## src/rtl/vcd_pkg.sv

```systemverilog
package vcd_pkg;
  typedef enum logic [1:0] {
    ACT_FWD   = 2'd0,
    ACT_LOCAL = 2'd1,
    ACT_BOTH  = 2'd2,
    ACT_RSVD  = 2'd3
  } vc_action_e;

  localparam logic [31:0] CRC_POLY = 32'h04C11DB7;
  localparam logic [31:0] CRC_INIT = 32'hFFFF_FFFF;
  localparam logic [31:0] CRC_GOOD = 32'hC704_DD7B;

  // one 32-bit word folded into the running CRC, most significant bit first
  function automatic logic [31:0] crc32_step(input logic [31:0] c, input logic [31:0] d);
    logic [31:0] r;
    logic fb;
    r = c;
    for (int i = 31; i >= 0; i--) begin
      fb = r[31] ^ d[i];
      r  = {r[30:0], 1'b0} ^ (fb ? CRC_POLY : 32'h0);
    end
    return r;
  endfunction
endpackage

```

## src/rtl/vcd_vc_table.sv

```systemverilog
module vcd_vc_table
  import vcd_pkg::*;
#(
  parameter int NVC    = 4,
  parameter int VC_W   = 16,
  parameter int ADDR_W = 12,
  localparam int IW    = (NVC > 1) ? $clog2(NVC) : 1
) (
  input  logic              clk,
  input  logic              rst_n,
  input  logic              cfg_we,
  input  logic [IW-1:0]     cfg_vc,
  input  logic              cfg_valid,
  input  logic [1:0]        cfg_action,
  input  logic [ADDR_W-1:0] cfg_ptr,
  input  logic [VC_W-1:0]   lk_vci,
  output vc_action_e        lk_act,
  output logic [IW-1:0]     lk_idx,
  input  logic              upd_en,
  input  logic              upd_last,
  input  logic [IW-1:0]     upd_idx,
  input  logic [31:0]       upd_data,
  output logic [ADDR_W-1:0] cur_ptr,
  output logic              done_good,
  output logic [ADDR_W-1:0] done_start,
  output logic [ADDR_W-1:0] done_len
);
  logic              ent_valid [NVC];
  vc_action_e        ent_act   [NVC];
  logic [ADDR_W-1:0] wptr_q    [NVC];
  logic [ADDR_W-1:0] sptr_q    [NVC];
  logic [31:0]       crc_q     [NVC];

  logic [31:0] crc_nxt;
  logic        in_range;
  vc_action_e  raw_act;

  assign lk_idx   = lk_vci[IW-1:0];
  assign in_range = int'(lk_vci) < NVC;
  assign raw_act  = ent_act[lk_idx];

  always_comb begin
    if (in_range && ent_valid[lk_idx] && (raw_act == ACT_LOCAL || raw_act == ACT_BOTH))
      lk_act = raw_act;
    else
      lk_act = ACT_FWD;
  end

  assign cur_ptr    = wptr_q[upd_idx];
  assign crc_nxt    = crc32_step(crc_q[upd_idx], upd_data);
  assign done_good  = upd_en && upd_last && (crc_nxt == CRC_GOOD);
  assign done_start = sptr_q[upd_idx];
  assign done_len   = cur_ptr - sptr_q[upd_idx] + ADDR_W'(1);

  always_ff @(posedge clk or negedge rst_n) begin
    if (!rst_n) begin
      for (int i = 0; i < NVC; i++) begin
        ent_valid[i] <= 1'b0;
        ent_act[i]   <= ACT_FWD;
        wptr_q[i]    <= '0;
        sptr_q[i]    <= '0;
        crc_q[i]     <= CRC_INIT;
      end
    end else begin
      if (upd_en) begin
        if (upd_last) begin
          crc_q[upd_idx] <= CRC_INIT;
          if (crc_nxt == CRC_GOOD) begin
            wptr_q[upd_idx] <= cur_ptr + ADDR_W'(1);
            sptr_q[upd_idx] <= cur_ptr + ADDR_W'(1);
          end else begin
            wptr_q[upd_idx] <= sptr_q[upd_idx];  // rewind over the dropped packet
          end
        end else begin
          crc_q[upd_idx]  <= crc_nxt;
          wptr_q[upd_idx] <= cur_ptr + ADDR_W'(1);
        end
      end
      if (cfg_we) begin
        ent_valid[cfg_vc] <= cfg_valid;
        ent_act[cfg_vc]   <= vc_action_e'(cfg_action);
        wptr_q[cfg_vc]    <= cfg_ptr;
        sptr_q[cfg_vc]    <= cfg_ptr;
        crc_q[cfg_vc]     <= CRC_INIT;
      end
    end
  end
endmodule

```

## src/rtl/vcd_batch_fifo.sv

```systemverilog
module vcd_batch_fifo #(
  parameter int ADDR_W = 12,
  parameter int DEPTH  = 24,
  localparam int PW    = $clog2(DEPTH),
  localparam int CW    = $clog2(DEPTH + 1)
) (
  input  logic              clk,
  input  logic              rst_n,
  input  logic              push,
  input  logic [ADDR_W-1:0] push_addr,
  input  logic [31:0]       push_data,
  input  logic              push_release,
  output logic              full,
  output logic              mem_valid,
  input  logic              mem_ready,
  output logic [ADDR_W-1:0] mem_addr,
  output logic [31:0]       mem_data,
  output logic              mem_last
);
  logic [ADDR_W-1:0] addr_m [DEPTH];
  logic [31:0]       data_m [DEPTH];
  logic              last_m [DEPTH];
  logic [PW-1:0]     wr_q, rd_q;
  logic [CW-1:0]     cnt_q, avail_q, unrel_q;
  logic              pop;

  assign full      = cnt_q == CW'(DEPTH);
  assign mem_valid = avail_q != '0;
  assign pop       = mem_valid && mem_ready;
  assign mem_addr  = addr_m[rd_q];
  assign mem_data  = data_m[rd_q];
  assign mem_last  = last_m[rd_q];

  always_ff @(posedge clk) begin
    if (push) begin
      addr_m[wr_q] <= push_addr;
      data_m[wr_q] <= push_data;
      last_m[wr_q] <= push_release;
    end
  end

  always_ff @(posedge clk or negedge rst_n) begin
    if (!rst_n) begin
      wr_q    <= '0;
      rd_q    <= '0;
      cnt_q   <= '0;
      avail_q <= '0;
      unrel_q <= '0;
    end else begin
      if (push) wr_q <= (wr_q == PW'(DEPTH - 1)) ? '0 : wr_q + PW'(1);
      if (pop)  rd_q <= (rd_q == PW'(DEPTH - 1)) ? '0 : rd_q + PW'(1);
      cnt_q <= cnt_q + CW'(push) - CW'(pop);
      if (push && push_release) begin
        avail_q <= avail_q - CW'(pop) + unrel_q + CW'(1);
        unrel_q <= '0;
      end else begin
        avail_q <= avail_q - CW'(pop);
        if (push) unrel_q <= unrel_q + CW'(1);
      end
    end
  end

  AST_NO_OVERFLOW: assert property (@(posedge clk) disable iff (!rst_n)
    !(push && full));

  AST_MEM_HOLD: assert property (@(posedge clk) disable iff (!rst_n)
    (mem_valid && !mem_ready) |=> (mem_valid && $stable(mem_addr) && $stable(mem_data)));
endmodule

```

## src/rtl/vcd_service_list.sv

```systemverilog
module vcd_service_list #(
  parameter int NVC = 4,
  localparam int IW = (NVC > 1) ? $clog2(NVC) : 1,
  localparam int CW = $clog2(NVC + 1)
) (
  input  logic          clk,
  input  logic          rst_n,
  input  logic          append_en,
  input  logic [IW-1:0] append_idx,
  input  logic          pop,
  output logic          svc_valid,
  output logic [IW-1:0] svc_idx
);
  logic [IW-1:0]  q_m [NVC];
  logic [NVC-1:0] on_list_q;
  logic [IW-1:0]  wr_q, rd_q;
  logic [CW-1:0]  cnt_q;
  logic           do_pop, do_app;

  assign svc_valid = cnt_q != '0;
  assign svc_idx   = q_m[rd_q];
  assign do_pop    = pop && svc_valid;
  assign do_app    = append_en &&
                     (!on_list_q[append_idx] || (do_pop && svc_idx == append_idx));

  always_ff @(posedge clk or negedge rst_n) begin
    if (!rst_n) begin
      for (int i = 0; i < NVC; i++) q_m[i] <= '0;
      on_list_q <= '0;
      wr_q      <= '0;
      rd_q      <= '0;
      cnt_q     <= '0;
    end else begin
      if (do_pop) begin
        on_list_q[svc_idx] <= 1'b0;
        rd_q <= rd_q + IW'(1);
      end
      if (do_app) begin
        on_list_q[append_idx] <= 1'b1;  // set wins over a same-cycle clear
        q_m[wr_q] <= append_idx;
        wr_q <= wr_q + IW'(1);
      end
      cnt_q <= cnt_q + CW'(do_app) - CW'(do_pop);
    end
  end

  AST_SVC_DEDUP: assert property (@(posedge clk) disable iff (!rst_n)
    $countones(on_list_q) == int'(cnt_q));

  AST_SVC_REPOP: assert property (@(posedge clk) disable iff (!rst_n)
    (do_pop && append_en && svc_idx == append_idx) |=> on_list_q[$past(append_idx)]);
endmodule

```

## src/rtl/vcd_rx_queues.sv

```systemverilog
module vcd_rx_queues #(
  parameter int NVC    = 4,
  parameter int QD     = 4,
  parameter int ADDR_W = 12,
  localparam int IW    = (NVC > 1) ? $clog2(NVC) : 1,
  localparam int QW    = (QD > 1) ? $clog2(QD) : 1,
  localparam int CW    = $clog2(QD + 1)
) (
  input  logic              clk,
  input  logic              rst_n,
  input  logic              push_en,
  input  logic [IW-1:0]     push_idx,
  input  logic [ADDR_W-1:0] push_ptr,
  input  logic [ADDR_W-1:0] push_len,
  output logic              push_space,
  input  logic [IW-1:0]     sel,
  input  logic              pop,
  output logic              q_valid,
  output logic [ADDR_W-1:0] q_ptr,
  output logic [ADDR_W-1:0] q_len,
  output logic [NVC-1:0]    pending
);
  logic [ADDR_W-1:0] ptr_m [NVC*QD];
  logic [ADDR_W-1:0] len_m [NVC*QD];
  logic [QW-1:0]     wr_q [NVC];
  logic [QW-1:0]     rd_q [NVC];
  logic [CW-1:0]     cnt_q [NVC];
  logic              do_push, do_pop;

  assign push_space = cnt_q[push_idx] != CW'(QD);
  assign do_push    = push_en && push_space;
  assign q_valid    = cnt_q[sel] != '0;
  assign do_pop     = pop && q_valid;
  assign q_ptr      = ptr_m[{sel, rd_q[sel]}];
  assign q_len      = len_m[{sel, rd_q[sel]}];

  for (genvar g = 0; g < NVC; g++) begin : g_pend
    assign pending[g] = cnt_q[g] != '0;
  end

  always_ff @(posedge clk) begin
    if (do_push) begin
      ptr_m[{push_idx, wr_q[push_idx]}] <= push_ptr;
      len_m[{push_idx, wr_q[push_idx]}] <= push_len;
    end
  end

  always_ff @(posedge clk or negedge rst_n) begin
    if (!rst_n) begin
      for (int i = 0; i < NVC; i++) begin
        wr_q[i]  <= '0;
        rd_q[i]  <= '0;
        cnt_q[i] <= '0;
      end
    end else begin
      for (int i = 0; i < NVC; i++) begin
        if (do_push && push_idx == IW'(i)) wr_q[i] <= wr_q[i] + QW'(1);
        if (do_pop && sel == IW'(i))       rd_q[i] <= rd_q[i] + QW'(1);
        cnt_q[i] <= cnt_q[i] + CW'(do_push && push_idx == IW'(i))
                             - CW'(do_pop && sel == IW'(i));
      end
    end
  end

  AST_RXQ_NO_OVERFLOW: assert property (@(posedge clk) disable iff (!rst_n)
    do_push |=> pending[$past(push_idx)]);
endmodule

```

## src/rtl/vc_cell_steer.sv

```systemverilog
module vc_cell_steer
  import vcd_pkg::*;
#(
  parameter int NVC       = 4,
  parameter int VC_W      = 16,
  parameter int ADDR_W    = 12,
  parameter int PAY_WORDS = 12,
  parameter int BATCH     = 2,
  parameter int RXQ_DEPTH = 4,
  localparam int IW       = (NVC > 1) ? $clog2(NVC) : 1,
  localparam int BW       = $clog2(PAY_WORDS + 1),
  localparam int KW       = $clog2(BATCH + 1),
  localparam int FDEPTH   = BATCH * PAY_WORDS
) (
  input  logic              clk,
  input  logic              rst_n,
  input  logic              cfg_we,
  input  logic [IW-1:0]     cfg_vc,
  input  logic              cfg_valid,
  input  logic [1:0]        cfg_action,
  input  logic [ADDR_W-1:0] cfg_ptr,
  input  logic              in_valid,
  output logic              in_ready,
  input  logic [31:0]       in_data,
  output logic              out_valid,
  input  logic              out_ready,
  output logic [31:0]       out_data,
  output logic              mem_valid,
  input  logic              mem_ready,
  output logic [ADDR_W-1:0] mem_addr,
  output logic [31:0]       mem_data,
  output logic              mem_last,
  output logic              svc_valid,
  output logic [IW-1:0]     svc_vc,
  input  logic              svc_pop,
  input  logic [IW-1:0]     rxq_sel,
  input  logic              rxq_pop,
  output logic              rxq_valid,
  output logic [ADDR_W-1:0] rxq_ptr,
  output logic [ADDR_W-1:0] rxq_len,
  output logic [NVC-1:0]    rx_pending
);
  logic [BW-1:0]  beat_q;
  vc_action_e     cell_act_q;
  logic [IW-1:0]  cell_idx_q;
  logic           cell_eop_q;
  logic           out_valid_q;
  logic [31:0]    out_data_q;
  logic [KW-1:0]  batch_q;

  vc_action_e        lk_act;
  logic [IW-1:0]     lk_idx;
  logic [ADDR_W-1:0] cur_ptr, done_start, done_len;
  logic              done_good, fifo_full, q_space;
  logic              is_hdr, last_beat, out_free, cell_fwd, cell_loc;
  logic              accept, fwd_now, push_loc, release_now;

  assign is_hdr    = beat_q == '0;
  assign last_beat = beat_q == BW'(PAY_WORDS);
  assign out_free  = !out_valid_q || out_ready;
  assign cell_fwd  = cell_act_q != ACT_LOCAL;
  assign cell_loc  = cell_act_q == ACT_LOCAL || cell_act_q == ACT_BOTH;

  // header beats always wait for a chain slot; payload beats wait only on the paths they use
  assign in_ready = is_hdr ? out_free
                           : ((!cell_fwd || out_free) && (!cell_loc || !fifo_full));
  assign accept   = in_valid && in_ready;
  assign fwd_now  = is_hdr ? (lk_act != ACT_LOCAL) : cell_fwd;
  assign push_loc = accept && !is_hdr && cell_loc;
  assign release_now = last_beat && (cell_eop_q || batch_q == KW'(BATCH - 1));

  assign out_valid = out_valid_q;
  assign out_data  = out_data_q;

  vcd_vc_table #(.NVC(NVC), .VC_W(VC_W), .ADDR_W(ADDR_W)) u_table (
    .clk(clk), .rst_n(rst_n),
    .cfg_we(cfg_we), .cfg_vc(cfg_vc), .cfg_valid(cfg_valid),
    .cfg_action(cfg_action), .cfg_ptr(cfg_ptr),
    .lk_vci(in_data[4 +: VC_W]), .lk_act(lk_act), .lk_idx(lk_idx),
    .upd_en(push_loc), .upd_last(last_beat && cell_eop_q), .upd_idx(cell_idx_q),
    .upd_data(in_data), .cur_ptr(cur_ptr),
    .done_good(done_good), .done_start(done_start), .done_len(done_len)
  );

  vcd_batch_fifo #(.ADDR_W(ADDR_W), .DEPTH(FDEPTH)) u_batch (
    .clk(clk), .rst_n(rst_n),
    .push(push_loc), .push_addr(cur_ptr), .push_data(in_data),
    .push_release(release_now), .full(fifo_full),
    .mem_valid(mem_valid), .mem_ready(mem_ready),
    .mem_addr(mem_addr), .mem_data(mem_data), .mem_last(mem_last)
  );

  vcd_service_list #(.NVC(NVC)) u_svc (
    .clk(clk), .rst_n(rst_n),
    .append_en(done_good && q_space), .append_idx(cell_idx_q),
    .pop(svc_pop), .svc_valid(svc_valid), .svc_idx(svc_vc)
  );

  vcd_rx_queues #(.NVC(NVC), .QD(RXQ_DEPTH), .ADDR_W(ADDR_W)) u_rxq (
    .clk(clk), .rst_n(rst_n),
    .push_en(done_good), .push_idx(cell_idx_q),
    .push_ptr(done_start), .push_len(done_len), .push_space(q_space),
    .sel(rxq_sel), .pop(rxq_pop),
    .q_valid(rxq_valid), .q_ptr(rxq_ptr), .q_len(rxq_len),
    .pending(rx_pending)
  );

  always_ff @(posedge clk or negedge rst_n) begin
    if (!rst_n) begin
      beat_q      <= '0;
      cell_act_q  <= ACT_FWD;
      cell_idx_q  <= '0;
      cell_eop_q  <= 1'b0;
      out_valid_q <= 1'b0;
      out_data_q  <= '0;
      batch_q     <= '0;
    end else begin
      if (accept) begin
        if (is_hdr) begin
          cell_act_q <= lk_act;
          cell_idx_q <= lk_idx;
          cell_eop_q <= in_data[1];
          beat_q     <= BW'(1);
        end else if (last_beat) begin
          beat_q <= '0;
        end else begin
          beat_q <= beat_q + BW'(1);
        end
      end
      if (accept && fwd_now) begin
        out_valid_q <= 1'b1;
        out_data_q  <= in_data;
      end else if (out_ready) begin
        out_valid_q <= 1'b0;
      end
      if (push_loc && last_beat)
        batch_q <= release_now ? '0 : batch_q + KW'(1);
    end
  end

  AST_OUT_HOLD: assert property (@(posedge clk) disable iff (!rst_n)
    (out_valid && !out_ready) |=> (out_valid && $stable(out_data)));

  AST_NO_CHAIN_FOR_LOCAL: assert property (@(posedge clk) disable iff (!rst_n)
    (accept && !is_hdr && cell_act_q == ACT_LOCAL && !out_valid) |=> !out_valid);
endmodule

```

## config.mk

```make
export PLATFORM = sky130hd
export DESIGN_NAME = vc_cell_steer
export DESIGN_NICKNAME = d
export VERILOG_FILES = /design/src/rtl/vcd_pkg.sv /design/src/rtl/vcd_vc_table.sv /design/src/rtl/vcd_batch_fifo.sv /design/src/rtl/vcd_service_list.sv /design/src/rtl/vcd_rx_queues.sv /design/src/rtl/vc_cell_steer.sv
export SDC_FILE = /design/constraint.sdc
export NUM_CORES = 2
export LEC_CHECK = 0
export ABC_AREA = 0
export BUFFER_PORTS_ARGS = -buffer_cell sky130_fd_sc_hd__buf_2
export CORE_AREA = 2 2 359 361
export DETAILED_ROUTE_END_ITERATION = 7
export DIE_AREA = 0 0 361 363
export GPL_TIMING_DRIVEN = 0
export PLACE_DENSITY_LB_ADDON = 0.25
export REMOVE_ABC_BUFFERS = 1
export SLEW_MARGIN = 5
export SYNTH_ARGS = -nofsm -noshare
export SYNTH_HDL_FRONTEND = slang
export SYNTH_HIERARCHICAL = 1
export SYNTH_SLANG_ARGS = --single-unit
```

## constraint.sdc

```tcl
create_clock -name clk -period 9.1 [get_ports clk]
set_input_delay 1.82 -clock clk [delete_from_list [all_inputs] [get_ports clk]]
set_output_delay 1.82 -clock clk [all_outputs]
set_load 0.1 [all_outputs]
```

==> results.md <==
Layout:
- From synthesis to final layout, the design area changed by 12.5%.
- The layout cell share with drive strength beyond 1 is 24.3%.
- The number of non-filler instances in the completed layout is 6628.
- Counting the fill cells in the layout gives 7658.
- The final net count is 4947.
- Once layout is done, the placed cells without fillers occupy 0.0893 sq mm.

GRT:
- The via count of the first global-routing pass came to 44.8k.
- The initial antenna violation count is 15.
- The maximum number of pins on one net before global-route repair is 112.
- The global-route usage over all layers is 29.9%.
- The total overflow left after global routing is 0.
- The global-route wire length before repair is 288 mm.

CTS:
- The sink count of the clock tree is 1816.
- The cell at the root of the clock tree is sky130_fd_sc_hd__clkbuf_16.
- The clock tree buffer depth is 3.
- The TritonCTS clock tree is yes.
- The count of H-tree levels built during CTS is 4.
- The post-CTS clock slew at the launch and capture registers of the worst setup and hold paths is 0.06 ns.
- The clock insertion delay at the later pin of the skew report is 0.82 ns.
- The number of buffers inserted during clock tree synthesis is 175.
- The total of hold buffers inserted after clock tree synthesis is 0.

Synthesis:
- The number of synthesis warnings is 6.
- For this run, asynchronously set or reset flops after synthesis account for 19.4%.
- The xor/xnor cell area share of the yosys netlist is 5.29%.
- In the synthesized netlist the dominant register cell turns out to be sky130_fd_sc_hd__edfxtp_1.
- Of all cell types, the one taking the most synthesized area is sky130_fd_sc_hd__edfxtp_1.
- In the synthesized netlist, the cells that appear most often are sky130_fd_sc_hd__edfxtp_1 (1464), sky130_fd_sc_hd__mux2i_1 (420), sky130_fd_sc_hd__nand2_1 (345).
- The number of synthesized flops with an enable pin is 1464.
- After synthesis, the cell types taking the most area are sky130_fd_sc_hd__edfxtp_1 (55%), sky130_fd_sc_hd__mux4_2 (9.6%), sky130_fd_sc_hd__dfrtp_1 (7.1%).
- In this run, synthesis produced a sequential element count of 1816.
- In the synthesized netlist, mux cells make up 15.7% of the area.
- The dominant combinational cell family by area after synthesis is multiplexers.
- In the post-synthesis netlist, the cell with the most instances is sky130_fd_sc_hd__edfxtp_1.
- The sequential-to-total area share from yosys stat is 66.7%.
- Of the total synthesized cell area, the portion taken by AND, OR, NAND and NOR gates is 3.81%.
- The share of synthesized area in the top cell type comes to 55.4%.
- The arithmetic-cell share of the synthesized area counting full adders, half adders and majority gates is 1.13%.
- The fraction of the mapped netlist area in compound gates is 5.10%.
- Yosys mapped the design onto 90 distinct sky130hd cell types.
- The cell area after synthesis is 0.0794 sq mm.
- Each instance of the synthesized netlist takes up on average 17.2 sq um.
- The synthesized instance count is 4618.

Drt:
- The total routed wirelength is 194 mm.
- The total number of vias is 43.6k.
- The post-detailed-route DRC marker count is 0.
- The first routing iteration left 4850 violations.
- The post-detailed-route wirelength per cell is 29.2 microns.
- The length of the first detailed-routing pass in iterations is 6.
- After detailed routing, the number of vias per cell comes to 6.58.
- The count of nets left with antenna violations after detail routing is 0.

Outcome:
- The flow ran to the end, and the final reports show no timing, DRC or antenna violations.

Timing:
- The count of endpoints failing hold in the final timing report came to 0.
- The max-slew violation count is 0.
- The pin slew with the least headroom to its limit is 1.36 ns.
- Setup repair after global routing left no endpoint under its margin.
- Clock skew on the completed layout was measured at 0.0461 ns.
- The post-layout minimum cycle time is 8.91 ns.
- Derived from the worst setup path, the maximum achievable clock frequency is 112 MHz.
- Dividing the final minimum period by the clock period gives 97.9%.
- Setup violations remaining at the end of the flow were counted as 0.
- The normalized max-slew margin is 8.37%.
- Across all hold checks on the routed design, the worst slack comes to 0.475 ns.
- The final total negative setup slack is 0 ns.

Die:
- The horizontal die dimension is 361 microns.
- The die is 363 microns tall.
- The standard cell core area is 0.127 sq mm.
- The cell row count is 131.
- The initial utilization of the core area, before any placement, comes to 62.5%.
- The total I/O pin count is 171.
- The full die area is 0.131 sq mm.

Hold path:
- In this run the worst hold path is classified as reg -> reg.

Critical path:
- The critical path is of the in -> reg type.
- Traced cell by cell, the critical path runs through buf_2 > xnor2_2 > xnor2_2 > xnor3_2 > xnor2_2 > xnor3_2 > xor2_4 > xnor3_1 > xnor3_1 > nand4b_1 > or4b_1 > nor3_2 > and3_1 > nand2b_1 > or3b_1 > nor2_4 > buf_16.
- STA puts the critical path data arrival time at 9.40 ns.
- The cell that appears most often on the critical path is sky130_fd_sc_hd__xnor2_2.
- The worst setup path is launched from a primary input.
- The kind of end point of the critical path is a flop.
- On the worst path, the slowest cell contributes a delay of 0.87 ns.
- STA puts the critical path data required time at 9.60 ns.
- In this run the worst path has a maximum fanout of 26.
- Among all stages on the critical path, the largest delay is contributed by sky130_fd_sc_hd__or4b_1.

Placed design:
- Input and output buffers added on the ports amount to 170.
- The post-placement cell count is 6303.
- The HPWL after detailed placement is 115 mm.
- The final weighted congestion in routability-driven placement is 0.901.
- Once placement finished, the instance area stood at 0.0837 sq mm.

Run:
- The max-capacitance violation count is 0.
==> logic make-up (layout without fill, tap and decap cells) <==
| group | after synthesis | count (layout) |
|---|---|---|
| simple gates | 664 | 664 |
| fa+ha+maj | 67 | 67 |
| flops | 1816 | 1816 |
| xor+xnor | 362 | 362 |
| other cells | 0 | 4 |
| buf+inv | 338 | 682 |
| compound gates | 565 | 565 |
| mux | 806 | 806 |
==> state kept, by name, summed over array words and instances (netlist names), 8 cells and up <==
| name | count |
|---|---|
| out_data | 32 |
| u_table/wptr_q | 48 |
| u_table/crc_q | 128 |
| u_rxq/rd_q | 8 |
| u_svc/q_m | 8 |
| u_table/ent_act | 8 |
| u_rxq/cnt_q | 12 |
| u_batch/data_m | 768 |
| u_batch/addr_m | 288 |
| u_table/sptr_q | 48 |
| u_batch/last_m | 24 |
| u_rxq/wr_q | 8 |
| u_rxq/len_m | 192 |
| u_rxq/ptr_m | 192 |
==> layout make-up <==
| class | instances | area, sq um | share of cell area [%] |
|---|---|---|---|
| Clock inverter | 96 | 921 | 1.03 |
| Tap cell | 1662 | 2080 | 2.33 |
| Antenna cell | 4 | 10.0 | 0.0112 |
| Clock buffer | 222 | 4680 | 5.24 |
| Inverter | 83 | 312 | 0.349 |
| Multi-Input combinational cell | 2464 | 25000 | 28.0 |
| Sequential cell | 1816 | 53000 | 59.3 |
| Timing Repair Buffer | 281 | 3330 | 3.73 |
==> final timing paths <==
check / slack (ns) / start / depth (start not counted) / endpoint
worst max-delay path: 0.19 / in_data[22] / 17 / u_rxq/len_m[11][9]
worst min-delay path: 0.47 / u_rxq/wr_q[5] / 1 / u_rxq/wr_q[5]
worst max register to register: 0.28 / cell_idx_q[0] / 17 / u_rxq/len_m[11][9]
worst min register to register: 0.47 / u_rxq/wr_q[5] / 1 / u_rxq/wr_q[5]
max in group asynchronous: 6.77 / rst_n / 3 / u_table/wptr_q[45]
min in group asynchronous: 0.96 / rst_n / 1 / beat_q[3]
==> routing by layer <==
metal / GRT usage (%) / wire, microns
met1: 40.6 / 74100
met2: 49.4 / 95700
met3: 5.82 / 17400
met4: 10.0 / 6160
met5: 0 / 144
==> layout by cell type, fill, tap and decap left out, drive strengths merged, types with 12 or more instances in the layout <==
| master | Yosys | final |
|---|---|---|
| o22ai | 51 | 51 |
| bufinv | 0 | 14 |
| xor2 | 72 | 72 |
| nor3b | 13 | 13 |
| mux4 | 338 | 338 |
| or3 | 13 | 13 |
| mux2i | 420 | 420 |
| o311ai | 40 | 40 |
| clkinv | 1 | 68 |
| dfrtp | 224 | 224 |
| mux2 | 48 | 48 |
| nand3 | 22 | 22 |
| nand2 | 346 | 346 |
| xnor2 | 240 | 240 |
| clkbuf | 121 | 222 |
| nand2b | 15 | 15 |
| o211a | 46 | 46 |
| dfstp | 128 | 128 |
| nor4 | 12 | 12 |
| nor2 | 166 | 166 |
| edfxtp | 1464 | 1464 |
| a21oi | 158 | 158 |
| o21ai | 95 | 95 |
| inv | 82 | 90 |
| o211ai | 128 | 128 |
| ha | 59 | 59 |
| buf | 134 | 281 |
| xnor3 | 41 | 41 |
==> through the flow <==
| stage | utilization [%] | setup slack, ns |
|---|---|---|
| floorplan | - | -6.17 |
| global placement | 63.6 | -10.55 |
| detailed placement | 65.9 | -0.608 |
| CTS | 70.3 | 0.0728 |
| global route | 70.3 | 0.0141 |
| finish | 70.3 | 0.193 |
==> worst max-delay path, delay by kind of cell <==
kind                      cells  cell delay (ns)
xor gates and xnor gates      8             3.60
and+or+nand+nor               7             3.22
buffers and inverters         2             0.69
==> timing repair <==
item / 4_1_cts / 5_1_grt
gates resized for setup: 1 / 2
setup endpoints to repair: 92 / 121
pin swaps: 0 / 1
cloned: 0 / 0
setup buffers: 1 / 1
Power is not shown: default switching activity piles up to over one toggle a cycle in this logic, so the estimate is an artifact.
